==> src/rtl/freq_wdt_pkg.sv <==
package freq_wdt_pkg;

  typedef enum logic [1:0] {
    ST_IDLE      = 2'd0,
    ST_ARMED     = 2'd1,
    ST_FB_ARMED  = 2'd2,
    ST_RESETTING = 2'd3
  } wdState_e;

  typedef enum logic [1:0] {
    SRC_JUMPER   = 2'd0,
    SRC_SOFT     = 2'd1,
    SRC_FALLBACK = 2'd2
  } codeSrc_e;

  // control-to-datapath strobes
  typedef struct packed {
    logic clrCnt;
    logic cntEn;
    logic clrPulse;
    logic pulseEn;
    logic intervalOpen;
    logic loadFallback;
    logic loadJumper;
  } wdStrobe_t;

endpackage

==> src/rtl/wdt_datapath.sv <==
module wdt_datapath
  import freq_wdt_pkg::*;
#(
  parameter int IW          = 6,
  parameter int CW          = 5,
  parameter int BYTE_W      = 8,
  parameter int PULSE_TICKS = 1
) (
  input  logic              clk,
  input  logic              rstN,
  input  logic              halfTick,
  input  logic              intervalWe,
  input  logic [IW-1:0]     intervalIn,
  input  logic              fallbackWe,
  input  logic [BYTE_W-1:0] fallbackByte,
  input  logic              swCodeWe,
  input  logic [CW-1:0]     swCodeIn,
  input  logic [CW-1:0]     jumperCode,
  input  wdStrobe_t         strb,
  output logic              expire,
  output logic              pulseDone,
  output logic [CW-1:0]     activeCode
);

  localparam int PCW    = $clog2(PULSE_TICKS + 1);
  localparam int FB_MSB = BYTE_W - 1;

  logic [IW-1:0]  intervalReg;
  logic [IW-1:0]  tickCnt;
  logic [IW:0]    tickNext;
  logic [PCW-1:0] pulseCnt;
  logic [PCW:0]   pulseNext;
  logic [CW-1:0]  fallbackReg;
  logic [CW-1:0]  softCode;
  codeSrc_e       codeSrc;

  // interval register: only writable while idle
  always_ff @(posedge clk) begin
    if (!rstN)                                intervalReg <= '0;
    else if (intervalWe && strb.intervalOpen) intervalReg <= intervalIn;
  end

  // fallback code is the top CW bits of its byte
  always_ff @(posedge clk) begin
    if (!rstN)           fallbackReg <= '0;
    else if (fallbackWe) fallbackReg <= fallbackByte[FB_MSB -: CW];
  end

  always_ff @(posedge clk) begin
    if (!rstN)         softCode <= '0;
    else if (swCodeWe) softCode <= swCodeIn;
  end

  // timeout counter
  assign tickNext = {1'b0, tickCnt} + 1'b1;
  assign expire   = halfTick && (tickNext >= {1'b0, intervalReg});

  always_ff @(posedge clk) begin
    if (!rstN)                       tickCnt <= '0;
    else if (strb.clrCnt)            tickCnt <= '0;
    else if (strb.cntEn && halfTick) tickCnt <= tickNext[IW-1:0];
  end

  // reset pulse width counter
  assign pulseNext = {1'b0, pulseCnt} + 1'b1;
  assign pulseDone = halfTick && (pulseNext >= (PCW+1)'(PULSE_TICKS));

  always_ff @(posedge clk) begin
    if (!rstN)                         pulseCnt <= '0;
    else if (strb.clrPulse)            pulseCnt <= '0;
    else if (strb.pulseEn && halfTick) pulseCnt <= pulseNext[PCW-1:0];
  end

  // frequency code source selection; recovery loads win over software writes
  always_ff @(posedge clk) begin
    if (!rstN)                  codeSrc <= SRC_JUMPER;
    else if (strb.loadJumper)   codeSrc <= SRC_JUMPER;
    else if (strb.loadFallback) codeSrc <= SRC_FALLBACK;
    else if (swCodeWe)          codeSrc <= SRC_SOFT;
  end

  always_comb begin
    unique case (codeSrc)
      SRC_SOFT:     activeCode = softCode;
      SRC_FALLBACK: activeCode = fallbackReg;
      default:      activeCode = jumperCode;
    endcase
  end

  p_interval_locked_r2: assert property (@(posedge clk) disable iff (!rstN)
    !strb.intervalOpen |=> $stable(intervalReg));

  p_count_bound_r3: assert property (@(posedge clk) disable iff (!rstN)
    (strb.cntEn && !strb.clrCnt) |-> (tickCnt <= intervalReg));

  p_fallback_applied_r5: assert property (@(posedge clk) disable iff (!rstN)
    (strb.loadFallback && !fallbackWe) |=> (activeCode == $past(fallbackReg)));

  p_jumper_applied_r6: assert property (@(posedge clk) disable iff (!rstN)
    strb.loadJumper |=> (activeCode == jumperCode));

endmodule

==> src/rtl/wdt_ctrl.sv <==
module wdt_ctrl
  import freq_wdt_pkg::*;
(
  input  logic      clk,
  input  logic      rstN,
  input  logic      enableWe,
  input  logic      enableIn,
  input  logic      expire,
  input  logic      pulseDone,
  output wdState_e  state,
  output wdStrobe_t strb
);

  wdState_e nextState;
  logic     secondLevel;
  logic     nextSecond;

  always_comb begin
    nextState  = state;
    nextSecond = secondLevel;
    strb       = '0;
    unique case (state)
      ST_IDLE: begin
        strb.intervalOpen = 1'b1;
        if (enableWe && enableIn) begin
          nextState   = ST_ARMED;
          strb.clrCnt = 1'b1;
        end
      end
      ST_ARMED, ST_FB_ARMED: begin
        strb.cntEn = 1'b1;
        if (enableWe) begin
          strb.clrCnt = 1'b1;
          if (!enableIn) nextState = ST_IDLE;
        end else if (expire) begin
          nextState     = ST_RESETTING;
          strb.clrPulse = 1'b1;
          if (state == ST_ARMED) begin
            strb.loadFallback = 1'b1;
            nextSecond        = 1'b0;
          end else begin
            strb.loadJumper = 1'b1;
            nextSecond      = 1'b1;
          end
        end
      end
      default: begin
        strb.pulseEn = 1'b1;
        if (pulseDone) begin
          strb.clrCnt = 1'b1;
          nextState   = secondLevel ? ST_IDLE : ST_FB_ARMED;
        end
      end
    endcase
  end

  always_ff @(posedge clk) begin
    if (!rstN) begin
      state       <= ST_IDLE;
      secondLevel <= 1'b0;
    end else begin
      state       <= nextState;
      secondLevel <= nextSecond;
    end
  end

  p_expire_enters_reset_r3: assert property (@(posedge clk) disable iff (!rstN)
    ((state == ST_ARMED || state == ST_FB_ARMED) && expire && !enableWe)
      |=> (state == ST_RESETTING));

  p_pulse_held_r10: assert property (@(posedge clk) disable iff (!rstN)
    (state == ST_RESETTING && !pulseDone) |=> (state == ST_RESETTING));

  p_second_reset_idle_r6: assert property (@(posedge clk) disable iff (!rstN)
    (state == ST_RESETTING && pulseDone && secondLevel) |=> (state == ST_IDLE));

  p_first_reset_rearm_r5: assert property (@(posedge clk) disable iff (!rstN)
    (state == ST_RESETTING && pulseDone && !secondLevel) |=> (state == ST_FB_ARMED));

  p_disarm_idle_r7: assert property (@(posedge clk) disable iff (!rstN)
    ((state == ST_ARMED || state == ST_FB_ARMED) && enableWe && !enableIn)
      |=> (state == ST_IDLE));

endmodule

==> src/rtl/freq_watchdog.sv <==
module freq_watchdog
  import freq_wdt_pkg::*;
#(
  parameter int IW          = 6,
  parameter int CW          = 5,
  parameter int BYTE_W      = 8,
  parameter int PULSE_TICKS = 1
) (
  input  logic              clk,
  input  logic              rstN,
  input  logic              halfTick,
  input  logic              intervalWe,
  input  logic [IW-1:0]     intervalIn,
  input  logic              enableWe,
  input  logic              enableIn,
  input  logic              fallbackWe,
  input  logic [BYTE_W-1:0] fallbackByte,
  input  logic              swCodeWe,
  input  logic [CW-1:0]     swCodeIn,
  input  logic [CW-1:0]     jumperCode,
  output logic [CW-1:0]     activeCode,
  output logic              wdResetN,
  output logic [1:0]        wdState
);

  wdState_e  state;
  wdStrobe_t strb;
  logic      expire;
  logic      pulseDone;

  wdt_ctrl u_ctrl (
    .clk       (clk),
    .rstN      (rstN),
    .enableWe  (enableWe),
    .enableIn  (enableIn),
    .expire    (expire),
    .pulseDone (pulseDone),
    .state     (state),
    .strb      (strb)
  );

  wdt_datapath #(
    .IW          (IW),
    .CW          (CW),
    .BYTE_W      (BYTE_W),
    .PULSE_TICKS (PULSE_TICKS)
  ) u_dp (
    .clk          (clk),
    .rstN         (rstN),
    .halfTick     (halfTick),
    .intervalWe   (intervalWe),
    .intervalIn   (intervalIn),
    .fallbackWe   (fallbackWe),
    .fallbackByte (fallbackByte),
    .swCodeWe     (swCodeWe),
    .swCodeIn     (swCodeIn),
    .jumperCode   (jumperCode),
    .strb         (strb),
    .expire       (expire),
    .pulseDone    (pulseDone),
    .activeCode   (activeCode)
  );

  assign wdResetN = (state != ST_RESETTING);
  assign wdState  = state;

endmodule

==> config.mk <==
export PLATFORM = sky130hd
export DESIGN_NAME = freq_watchdog
export DESIGN_NICKNAME = d
export VERILOG_FILES = /design/src/rtl/freq_wdt_pkg.sv /design/src/rtl/wdt_datapath.sv /design/src/rtl/wdt_ctrl.sv /design/src/rtl/freq_watchdog.sv
export SDC_FILE = /design/constraint.sdc
export NUM_CORES = 1
export LEC_CHECK = 0
export ABC_AREA = 1
export ABC_CLOCK_PERIOD_IN_PS = 4000
export CAP_MARGIN = 15
export CORE_MARGIN = 1.5
export CORE_UTILIZATION = 40
export CTS_CLUSTER_SIZE = 12
export DETAILED_ROUTE_END_ITERATION = 6
export DONT_BUFFER_PORTS = 1
export GPL_TIMING_DRIVEN = 1
export SLEW_MARGIN = 20
export SYNTH_ARGS = -nofsm -noshare
export SYNTH_HDL_FRONTEND = slang
export SYNTH_SLANG_ARGS = --single-unit
==> constraint.sdc <==
create_clock -name clk -period 4 [get_ports clk]
set_input_delay 0 -clock clk [delete_from_list [all_inputs] [get_ports clk]]
set_output_delay 0 -clock clk [all_outputs]
set_load 0.02 [all_outputs]
== After elaboration in Yosys (flattened, before gate mapping) ==
Cells that the tools add are included.

* Input bits: 32
* Word-level logic and storage cells: 64
* Register bits: 28

* Multiplexer cells: 24
* Bitwise logic cells: 2
* Reductions and logical operators: 17
* Magnitude comparators: 2
* $add $sub $neg: 2
* Eq/ne operators: 8

{| class="wikitable"
|+ Operators with widths
! kind !! count
|-
| $mux W2 || 12
|-
| $pmux W5 S2 || 1
|-
| $mux W1 || 9
|-
| $reduce_or A2 Y1 || 4
|-
| $add A6 B1 Y7 const B || 1
|-
| $ge A7 B6 Y1 || 1
|-
| $logic_and A1 B1 Y1 || 6
|-
| $ne A3 B3 Y1 const B || 2
|-
| $reduce_or A3 Y1 || 2
|-
| $eq A2 B1 Y1 const B || 2
|-
| $eq A2 B2 Y1 const B || 2
|-
| $pmux W2 S2 || 1
|-
| $reduce_and A4 Y1 || 1
|-
| $reduce_and A3 Y1 || 1
|-
| $reduce_bool A3 Y1 || 1
|-
| $add A1 B1 Y2 const B || 1
|-
| $ge A2 B1 Y1 const B || 1
|-
| $logic_not A2 Y1 || 1
|-
| $ne A2 B1 Y1 const B || 1
|-
| $ne A2 B2 Y1 const B || 1
|-
| $not A1 Y1 || 2
|-
| $pmux W1 S2 || 1
|-
| $reduce_bool A2 Y1 || 1
|}

== Logic depth before layout (Yosys ltp) ==
Gate-level depths: netlist of the first run.

* Depth after elaboration: 7
* Gate-level depth with buffers: 16
* Gate-level depth less buffers: 16

== Hierarchy ==
Synthesis of the first run repeated with hierarchy kept, for this count alone.

* Cells, all modules: 220
* Area total of the unflattened synthesis: 1491.4 um^2

{| class="wikitable"
|+ By module, submodules not included
! module !! cells an instance !! times used !! seq. area each (um^2) !! area an instance (um^2)
|-
| wdt_datapath || 172 || 1 || 480.5 || 1217.4
|-
| wdt_ctrl || 47 || 1 || 60.1 || 270.3
|-
| freq_watchdog || 1 || 1 || 0.0 || 3.8
|}

== Worst setup path before layout of the first run ==
OpenSTA, ideal clock, no wires.

* Path type: reg2reg
* Start: register u_dp.tickCnt[0]
* End: register u_ctrl.state[0]
* Slack: 2098 ps
* Required time: 3887 ps
* Library setup time: 113 ps
* Stages on the path, launching flop included: 17
* Buffers on the path: 0
* Period minus slack after synthesis: 1902 ps
* Arrival time: 1790 ps
* Cells stage by stage: dfxtp_1 > ha_1 > nand3_2 > xor2_1 > ha_1 > nand2_1 > nand2_1 > nand2_1 > nand2_1 > nor2_1 > nand2_2 > nand2_1 > nand2_1 > nand2_2 > nand2_1 > nand2_1 > nor2_1

* Cells in the longest elaborated chain, start to end: 5

{| class="wikitable"
|+ Ends and longest elaborated chain
! item !! line !! text
|-
| from (decl) || wdt_datapath.sv:29 || <nowiki>logic [IW-1:0] tickCnt;</nowiki>
|-
| from (signal assigned) || wdt_datapath.sv:61 || <nowiki>else if (strb.cntEn && halfTick) tickCnt <= tickNext[IW-1:0];</nowiki>
|-
| $add A6 B1 Y7 || wdt_datapath.sv:55 || <nowiki>assign tickNext = {1'b0, tickCnt} + 1'b1;</nowiki>
|-
| named net u_dp.tickNext[4] || wdt_datapath.sv:30 || <nowiki>logic [IW:0] tickNext;</nowiki>
|-
| $ge A7 B6 Y1 || wdt_datapath.sv:56 || <nowiki>assign expire = halfTick && (tickNext >= {1'b0, intervalReg});</nowiki>
|-
| $logic_and A1 B1 Y1 || wdt_datapath.sv:56 ||
|-
| $ne A3 B3 Y1 (no source line) || - ||
|-
| $reduce_and A4 Y1 (no source line) || - ||
|-
| to (signal assigned) || wdt_ctrl.sv:62 || <nowiki>state <= nextState;</nowiki>
|-
| to (decl) || wdt_ctrl.sv:10 || <nowiki>output wdState_e state,</nowiki>
|}

The timed path passes the listed nets, and every way through them passes these cells.
A chain may end at the register's enable or synchronous reset.

== Final worst setup path of the first run ==
Same ends and word-level chain as after synthesis.

==> results of run 1 <==
final cells by class:
| class | count | area share [%] |
|---|---|---|
| clock buffer | 4 | 1.42 |
| inverter | 27 | 5.47 |
| multi-input combinational | 149 | 42.4 |
| sequential | 27 | 29.2 |
| tap | 46 | 3.11 |
| timing repair buffer | 34 | 18.4 |
metal layers:
layer,wire length [um],vias to the layer above,global-route usage [%],part of all wire (%)
li1,-,731,-,-
met1,1580,594,22.3,50
met2,1420,26,28.5,45
met3,124,4,5.05,3.9
met4,32,0,5.00,1.0
met5,0,-,0,0
registers in the layout (all words and copies together), names as in the netlist:
signal / flops
u_dp.tickCnt: 6
u_ctrl.secondLevel: 1
u_dp.softCode: 5
u_dp.codeSrc: 2
u_dp.intervalReg: 6
u_ctrl.state: 2
u_dp.fallbackReg: 5
layout by cell type (no fill, tap or decap), drive strengths merged:
cell type	instances
o21ai	19
dlygate4sd3	34
a21oi	25
nand3	6
ha	13
xor2	4
dfxtp	27
clkbuf	4
a221oi	1
nand4	2
nand2	37
inv	27
a31o	1
nor2	40
and3	1
cells by family (layout without fill, tap and decap cells):
group | count (synthesis) | count (layout) | synth area share, %
AOI/OAI and AO/OA | 46 | 46 | 16.5
xor gates and xnor gates | 4 | 4 | 2.43
adders and majority gates | 13 | 13 | 11.3
buffers and inverters | 30 | 65 | 7.91
DFF | 27 | 27 | 37.5
and+or+nand+nor | 86 | 86 | 24.3
how the worst max path moves through the flow:
stage                     from         endpoint  slack [ns]
2_1_floorplan  u_dp.tickCnt[0]  u_ctrl.state[0]        2.10
3_3_place_gp   u_dp.tickCnt[0]  u_ctrl.state[0]        1.90
3_5_place_dp   u_dp.tickCnt[0]  u_ctrl.state[1]        1.90
4_1_cts        u_dp.tickCnt[0]  u_ctrl.state[0]        0.77
5_1_grt        u_dp.tickCnt[0]  u_ctrl.state[0]        0.44
6_report       u_dp.tickCnt[0]  u_ctrl.state[0]        0.78
synthesized netlist by cell type, drive strengths merged:
library cell / n
nor2: 40
nand2: 37
dfxtp: 27
inv: 27
a21oi: 25
o21ai: 19
ha: 13
nand3: 6
xor2: 4
clkbuf: 3
nand4: 2
a221oi: 1
a31o: 1
and3: 1
power by group through the flow:
stage	clock, mW	sequential, mW	combinational [mW]
4_1_cts	0.124	0.357	0.405
3_5_place_dp	0	0.363	0.356
5_1_grt	0.135	0.364	0.469
6_report	0.115	0.356	0.407
2_1_floorplan	0	0.355	0.302
3_3_place_gp	0	0.364	0.355
worst max-delay path, stage by stage (launching register included):
cell and delay (ns):
dfxtp_1 0.45, ha_1 0.23, nand3_2 0.11, xor2_1 0.21
ha_1 0.28, nand2_1 0.06, nand2_1 0.04, nand2_1 0.05
nand2_1 0.04, nor2_1 0.12, nand2_2 0.08, nand2_1 0.06
nand2_1 0.06, nand2_2 0.10, nand2_1 0.05, nand2_1 0.05
dlygate4sd3_1 0.57, nor2_1 0.04, dlygate4sd3_1 0.54
what timing repair did:
item	CTS	global route
hold buffers	34	0
setup endpoints to repair	0	0
resized for setup	0	0
endpoints found under the hold margin	27	0
metrics by stage:
stage / setup WS, ns / instances / hold WS (ns)
final: 0.780 / 287 / 0.0262
after global routing: 0.440 / 287 / 0.0448
after CTS: 0.767 / 287 / 0.0190
after detailed placement: 1.90 / 249 / 0.128
after global placement: 1.90 / 249 / 0.129
after floorplan: 2.10 / 206 / 0.135
==> flow_metrics.env, run 1 <==
export IMPL_grt_overflow=0
export IMPL_synth_cells=206
export IMPL_post_route_period_util_pct=80.5
export IMPL_ant_nets=0
export IMPL_grt_max_degree=22
export IMPL_synth_area_leader_cell="dfxtp_1"
export IMPL_design_core_area_um2=3390
export IMPL_die_width_um=63
export IMPL_cp_end_kind="flip-flop"
export IMPL_leakagePower_nw=0.864
export IMPL_synth_nets=251
export IMPL_boundaryPins=40
export IMPL_synth_seq_area_share_pct=37.5
export IMPL_p_sw_uw=363
export IMPL_swShare_pct=41.3
export IMPL_r2r_end="u_ctrl.state[0]"
export IMPL_syn_to_final_growth_pct=28.6
export IMPL_clk_pin_slew_ns=0.14
export IMPL_multi_input_area_um2=786
export IMPL_syn_area_per_cell_um2=6.99
export IMPL_r2r_slack_ns=0.78
export IMPL_finalSetupViolations=0
export IMPL_finalCriticalPeriod_ns=3.22
export IMPL_max_freq_mhz=311
export IMPL_power_total_uw=879
export IMPL_status="complete, no violations"
export IMPL_post_drt_wl_per_cell_um=11.0
export IMPL_cp_arrival_ns=3.45
export IMPL_via_count=1355
export IMPL_startpoint_type="flip-flop"
export IMPL_post_cts_buffers=0
export IMPL_dpl_cell_area_um2=1490
export IMPL_place_hpwl_um=2190
export IMPL_viasPerCell=4.72
export IMPL_utilization_pct=54.6
export IMPL_pwr_share_seq_pct=40.5
export IMPL_final_cell_area_um2=1850
export IMPL_hold_violations=0
export IMPL_start_util_pct=42.5
export IMPL_p_clk_share_pct=13.1
export IMPL_critical_path_reg2reg_startpoint="u_dp.tickCnt[0]"
export IMPL_hold_depth=5
export IMPL_rows=21
export IMPL_routabilityCongestion=0.796
export IMPL_netlist_area_um2=1440
export IMPL_port_buffers=0
export IMPL_drive_gt1_share_pct=3.32
export IMPL_die_height_um=63
export IMPL_ff_latch_area_um2=541
export IMPL_cts_buffer_depth=2
export IMPL_die_area_um2=3970
export IMPL_vdd_ir_drop_max_mv=0.332
export IMPL_hold_path_class="in2reg"
export IMPL_reg2regPathDepth=18
export IMPL_yosys_warnings=0
export IMPL_drv_slew=0
export IMPL_max_slew_margin_pct=51.9
export IMPL_first_pass_iters=4
export IMPL_wl_um=3150
export IMPL_synth_area_top_cells="dfxtp_1, ha_1, nor2_1"
export IMPL_cap_violations=0
export IMPL_clkSinkCount=27
export IMPL_drt_iter0_markers=44
export IMPL_critPathKind="reg2reg"
export IMPL_rsz0062_at_grt="no"
export IMPL_tns_ns=0
export IMPL_crit_required_ns=4.23
export IMPL_cts_tree="done"
export IMPL_synth_seq_cells=27
export IMPL_grtUsageTotal_pct=17.5
export IMPL_p_int_uw=516
export IMPL_synth_top_area_share_pct=37.5
export IMPL_netlist_cell_type_count=18
export IMPL_antenna_found_initial=0
export IMPL_whs_endpoint="u_dp.tickCnt[0]"
export IMPL_grt_pass1_vias=1285
export IMPL_root_buffer="clkbuf_4"
export IMPL_remaining_drc_errors=0
export IMPL_fillers=337
export IMPL_h_tree_depth=1
export IMPL_tightest_slew_ns=0.719
export IMPL_cp_max_fo=5
export IMPL_cts_made_buffers=3
export IMPL_clk_latency_ns=0.32
export IMPL_grt_pass1_wl_um=5630
export IMPL_min_from="halfTick"
export IMPL_combPwrFrac_pct=46.3
export IMPL_nNetsFinal=287
export IMPL_diodes=0
export IMPL_powerDensity_nw_per_um2=474
export IMPL_fin_worst_skew_ns=0.00834
Power figures use the tool's default switching activity.
==> run 2: changes to the inputs <==
ABC_CLOCK_PERIOD_IN_PS = 3100   (was 4000)
clock period = 3.1 ns   (was 4 ns; I/O delays follow)
==> run 2 against run 1 <==
First-iteration DRC count grew 61%. Critical path depth shrank 4. Non-clock buffer count grew 4. Clock power grew 32%. Power grew 28%. Sequential share of layout area shrank 0.62 points. Register-to-register slack lost 0.26 ns. Clock skew shrank 0.0050 ns. Design area grew 2.2%. Count of clock-buffer cells in the layout is the same. Critical path type unchanged. Critical endpoint is now u_dp.codeSrc[1].
==> flow_metrics.env, run 2 (synthesized netlist as in run 1, its figures left out) <==
export IMPL_clk_pin_slew_ns=0.14
export IMPL_instances_no_fill=291
export IMPL_dp_cells=249
export IMPL_tns_ns=0
export IMPL_cts_made_buffers=3
export IMPL_powerDensity_nw_per_um2=593
export IMPL_die_width_um=63
export IMPL_grt_pass1_wl_um=5380
export IMPL_port_buffers=0
export IMPL_finalCriticalPeriod_ns=2.58
export IMPL_remaining_drc_errors=0
export IMPL_boundaryPins=40
export IMPL_tightest_slew_ns=0.663
export IMPL_crit_required_ns=3.38
export IMPL_cp_arrival_ns=2.85
export IMPL_cp_end_kind="flip-flop"
export IMPL_syn_to_final_growth_pct=31.4
export IMPL_max_slew_margin_pct=55.7
export IMPL_ff_latch_area_um2=541
export IMPL_drv_slew=0
export IMPL_diodes=0
export IMPL_post_drt_wl_per_cell_um=10.8
export IMPL_viasPerCell=4.72
export IMPL_fillers=333
export IMPL_drt_iter0_markers=71
export IMPL_clk_latency_ns=0.32
export IMPL_cts_tree="done"
export IMPL_final_common_cell="nor2_1"
export IMPL_max_freq_mhz=388
export IMPL_h_tree_depth=1
export IMPL_status="complete, no violations"
export IMPL_hold_path_class="in2reg"
export IMPL_antenna_found_initial=0
export IMPL_die_area_um2=3970
export IMPL_multi_input_area_um2=786
export IMPL_finalSetupViolations=0
export IMPL_post_cts_buffers=0
export IMPL_cap_violations=0
export IMPL_grt_max_degree=22
export IMPL_utilization_pct=55.8
export IMPL_grt_pass1_vias=1247
export IMPL_leakagePower_nw=0.889
export IMPL_rsz0062_at_grt="no"
export IMPL_critPathKind="reg2reg"
export IMPL_via_count=1373
export IMPL_place_hpwl_um=2070
export IMPL_vdd_ir_drop_max_mv=0.391
export IMPL_grtUsageTotal_pct=16.9
export IMPL_power_total_mw=1.12
export IMPL_die_height_um=63
export IMPL_cp_max_fo=5
export IMPL_start_util_pct=42.5
export IMPL_startpoint_type="flip-flop"
export IMPL_wl_um=3150
export IMPL_root_buffer="clkbuf_4"
export IMPL_final_cell_area_um2=1890
export IMPL_critical_path_reg2reg_startpoint="u_dp.tickCnt[0]"
export IMPL_routabilityCongestion=0.794
export IMPL_ant_nets=0
export IMPL_drive_gt1_share_pct=3.27
export IMPL_nNetsFinal=291
export IMPL_hold_violations=0
export IMPL_design_core_area_um2=3390
export IMPL_reg_largest_list="u_dp.intervalReg (6), u_dp.tickCnt (6)"
export IMPL_post_route_period_util_pct=83.2
export IMPL_fin_worst_skew_ns=0.00331
export IMPL_grt_overflow=0
export IMPL_dpl_cell_area_um2=1490
export IMPL_first_pass_iters=4
export IMPL_critPathLaunch="u_dp.tickCnt[0]"
export IMPL_clkSinkCount=27
export IMPL_min_from="halfTick"
export IMPL_rows=21
export IMPL_cts_buffer_depth=2
export IMPL_mostFrequentLayoutCells="nor2_1, dlygate4sd3_1, nand2_1"
run 2: cell count changes in the layout (fill, tap and decap cells not counted), sizes merged:
cell / delta
dlygate4sd3: +4
run 2: where the power goes:
group / internal (mW) / switching, mW
registers: 0.404 / 0.0569
clock network: 0.0504 / 0.101
logic: 0.199 / 0.309
run 2: metrics by stage:
| step | hold WS [ns] | worst slack [ns] |
|---|---|---|
| 2_1_floorplan | 0.135 | 1.20 |
| 3_3_place_gp | 0.128 | 1.00 |
| 3_5_place_dp | 0.129 | 1.01 |
| 4_1_cts | 0.00551 | 0.546 |
| 5_1_grt | 0.0577 | 0.248 |
| 6_report | 0.0101 | 0.520 |
run 2: area by class of cell:
class / count / area share [%]
inverters: 27 / 5.36
clock buffers: 4 / 1.39
repair buffers: 38 / 20.1
multi-input cells: 149 / 41.5
flip-flops and latches: 27 / 28.6
well taps: 46 / 3.04
run 2: path summary, 6_finish.rpt:
| path | to | slack, ns | cells after the start |
|---|---|---|---|
| hold reg to reg | u_dp.intervalReg[2] | 0.47 | 2 |
| setup / recovery | u_dp.codeSrc[1] | 0.52 | 14 |
| hold / removal | u_dp.tickCnt[2] | 0.01 | 5 |
| setup reg to reg | u_dp.codeSrc[1] | 0.52 | 14 |
run 2: worst max-delay path, stage by stage (launching register included):
cell,delay (ns)
dfxtp_1,0.45
ha_1,0.23
nand3_2,0.11
xor2_1,0.18
ha_1,0.31
nand2_1,0.06
nand2_1,0.04
nand2_1,0.05
nand2_1,0.04
nor2_1,0.11
nand2_2,0.08
nand4_1,0.10
nand2_1,0.06
a21oi_1,0.14
dlygate4sd3_1,0.56
run 2: per-layer routing:
metal | vias to the layer above | share of wire (%) | GRT usage, %
li1 | 737 | - | -
met1 | 602 | 48 | 20.1
met2 | 29 | 47 | 29.0
met3 | 5 | 3.9 | 4.68
met4 | 0 | 0.95 | 5.83
met5 | - | 0 | 0
run 2: repair_timing:
action | in CTS | in global routing
hold buffers | 38 | 0
endpoints found under the setup margin | 0 | 0
hold endpoints to repair | 27 | 0
resized for setup | 0 | 0
==> run 3: changes to the inputs <==
ABC_AREA = 0   (was 1)
ABC_CLOCK_PERIOD_IN_PS = 2200   (was 3100)
clock period = 2.2 ns   (was 3.1 ns; I/O delays follow)
==> run 3 against run 2 <==
Clock power rose by 100%. Die area increased by 2.7%. Area after synthesis is 2.9% higher. Count of clock-buffer cells in the layout shrank 1. Power up 31%. First-iteration DRC count down 32%. Largest cell class unchanged. Largest power group is now registers.
==> flow_metrics.env, run 3 <==
export IMPL_status="complete, no violations"
export IMPL_boundaryPins=40
export IMPL_cts_made_buffers=3
export IMPL_synth_seq_cells=27
export IMPL_place_ws_ns=-0.0309
export IMPL_die_height_um=63.9
export IMPL_via_count=1371
export IMPL_synth_most_common_cell="dfxtp_1"
export IMPL_cts_tree="done"
export IMPL_root_buffer="clkbuf_8"
export IMPL_reg2regPathDepth=9
export IMPL_design_core_area_um2=3440
export IMPL_synthArstFlopShare_pct=0
export IMPL_cts_buffer_depth=2
export IMPL_max_freq_mhz=462
export IMPL_post_route_period_util_pct=98.4
export IMPL_place_hpwl_um=2320
export IMPL_grt_max_degree=21
export IMPL_powerDensity_nw_per_um2=736
export IMPL_first_pass_iters=4
export IMPL_drive_gt1_share_pct=14.0
export IMPL_clkSinkCount=27
export IMPL_power_total_mw=1.47
export IMPL_finalSetupViolations=0
export IMPL_rows=21
export IMPL_die_area_um2=4080
export IMPL_mostFrequentLayoutCells="dlygate4sd3_1, dfxtp_1, nand2_1"
export IMPL_cp_arrival_ns=2.32
export IMPL_instances_no_fill=261
export IMPL_critPathKind="reg2reg"
export IMPL_leakagePower_nw=0.805
export IMPL_crit_required_ns=2.35
export IMPL_wl_um=3680
export IMPL_clk_latency_ns=0.28
export IMPL_utilization_pct=58.1
export IMPL_reg_largest_list="u_dp.intervalReg (6), u_dp.tickCnt (6)"
export IMPL_synth_nets=222
export IMPL_synth_area_top_cells="dfxtp_1, ha_1, mux2i_1"
export IMPL_synth_ff_type="dfxtp_1"
export IMPL_nNetsFinal=261
export IMPL_cp_end_kind="flip-flop"
export IMPL_ant_nets=0
export IMPL_syn_to_final_growth_pct=35.1
export IMPL_diodes=0
export IMPL_remaining_drc_errors=0
export IMPL_min_from="intervalWe"
export IMPL_h_tree_depth=1
export IMPL_synth_cells=177
export IMPL_grt_overflow=0
export IMPL_yosys_warnings=0
export IMPL_synth_seq_area_share_pct=36.5
export IMPL_final_cell_area_um2=2000
export IMPL_netlist_cell_type_count=30
export IMPL_max_slew_margin_pct=55.2
export IMPL_syn_area_per_cell_um2=8.37
export IMPL_dpl_cell_area_um2=1580
export IMPL_vdd_ir_drop_max_mv=0.515
export IMPL_synth_area_leader_cell="dfxtp_1"
export IMPL_hold_depth=3
export IMPL_synth_edff_count=0
export IMPL_synthTopCellsByCount="dfxtp_1, nand2_1, a21oi_1, nor2_1, inv_1"
export IMPL_startpoint_type="flip-flop"
export IMPL_fillers=299
export IMPL_dp_cells=226
export IMPL_r2r_slack_ns=0.04
export IMPL_critical_path_reg2reg_startpoint="u_dp.tickCnt[1]"
export IMPL_synth_top_area_share_pct=36.5
export IMPL_drv_slew=0
export IMPL_die_width_um=63.9
export IMPL_whs_endpoint="u_dp.intervalReg[4]"
export IMPL_rsz0062_at_grt="yes"
export IMPL_layout_setup_ws_ns=0.0353
export IMPL_drt_iter0_markers=48
export IMPL_tns_ns=0
export IMPL_viasPerCell=5.25
export IMPL_post_drt_wl_per_cell_um=14.1
export IMPL_whs_ns=0.0333
export IMPL_cap_violations=0
export IMPL_hold_path_class="in2reg"
export IMPL_port_buffers=0
export IMPL_tightest_slew_ns=0.665
export IMPL_start_util_pct=43.0
export IMPL_routabilityCongestion=0.797
export IMPL_hold_violations=0
export IMPL_grtUsageTotal_pct=18.7
export IMPL_netlist_area_um2=1480
export IMPL_final_common_cell="dlygate4sd3_1"
export IMPL_clk_pin_slew_ns=0.10
export IMPL_cp_max_fo=7
export IMPL_finalCriticalPeriod_ns=2.16
export IMPL_fin_worst_skew_ns=0.00258
export IMPL_r2r_end="u_ctrl.state[0]"
export IMPL_grt_pass1_wl_um=6070
export IMPL_grt_pass1_vias=1369
export IMPL_antenna_found_initial=0
run 3: final cells by class:
type | instances | area, um^2 | share of cell area, %
multi-input combinational | 130 | 912 | 45.6
sequential | 27 | 549 | 27.5
timing repair buffer | 40 | 379 | 18.9
tap | 46 | 57.6 | 2.88
inverter | 14 | 52.6 | 2.63
clock buffer | 3 | 41.3 | 2.06
clock inverter | 1 | 8.76 | 0.438
run 3: how the worst max path moves through the flow:
stage               cells past startpoint                  to  slack (ns)       startpoint
floorplan                               9     u_ctrl.state[0]        0.08  u_dp.tickCnt[0]
global placement                        9     u_ctrl.state[0]        0.06  u_dp.tickCnt[1]
detailed placement                      9     u_ctrl.state[0]       -0.03  u_dp.tickCnt[0]
CTS                                     9  u_ctrl.secondLevel        0.02  u_dp.tickCnt[2]
global route                            9     u_dp.codeSrc[1]       -0.11  u_dp.tickCnt[1]
finish                                  9     u_ctrl.state[0]        0.04  u_dp.tickCnt[1]
run 3: repair_timing:
action,in CTS,in global routing
cloned,0,0
resized for setup,4,10
hold buffers,30,0
setup buffers,0,1
endpoints found under the hold margin,21,0
setup endpoints to repair,4,4
pin swaps,0,10
run 3: worst max-delay path, cell delays in order, from the launching register on:
cell and delay (ns):
dfxtp_4 0.38, ha_4 0.14, nand3_2 0.09, xnor2_1 0.14
ha_1 0.33, a21oi_2 0.16, o221ai_2 0.14, a41oi_4 0.31
mux2i_1 0.24, o22ai_1 0.10
run 3: power breakdown:
group          switching [mW]  leakage (nW)  internal, mW
clock network           0.175        0.0261         0.134
logic                   0.323         0.555         0.254
registers              0.0443         0.223         0.544
total                   0.542         0.805         0.931
run 3: metal layers:
metal  wire length [um]  track usage (%)  up-vias
li1                   -                -      687
met1               1650             24.5      649
met2               1870             31.3       30
met3                116             3.35        5
met4                 41             5.71        0
met5                  0                0        -
run 3: logic make-up (layout without fill, tap and decap cells):
group,count (synthesis),after routing,share of synthesized area [%]
XOR/XNOR,6,6,3.55
AO/OA/AOI/OAI,41,41,17.6
AND/OR/NAND/NOR,58,58,18.2
adder cells (fa/ha/maj),13,13,11.0
flip-flops,27,27,36.5
buffers and inverters,20,58,5.07
multiplexers,12,12,8.11
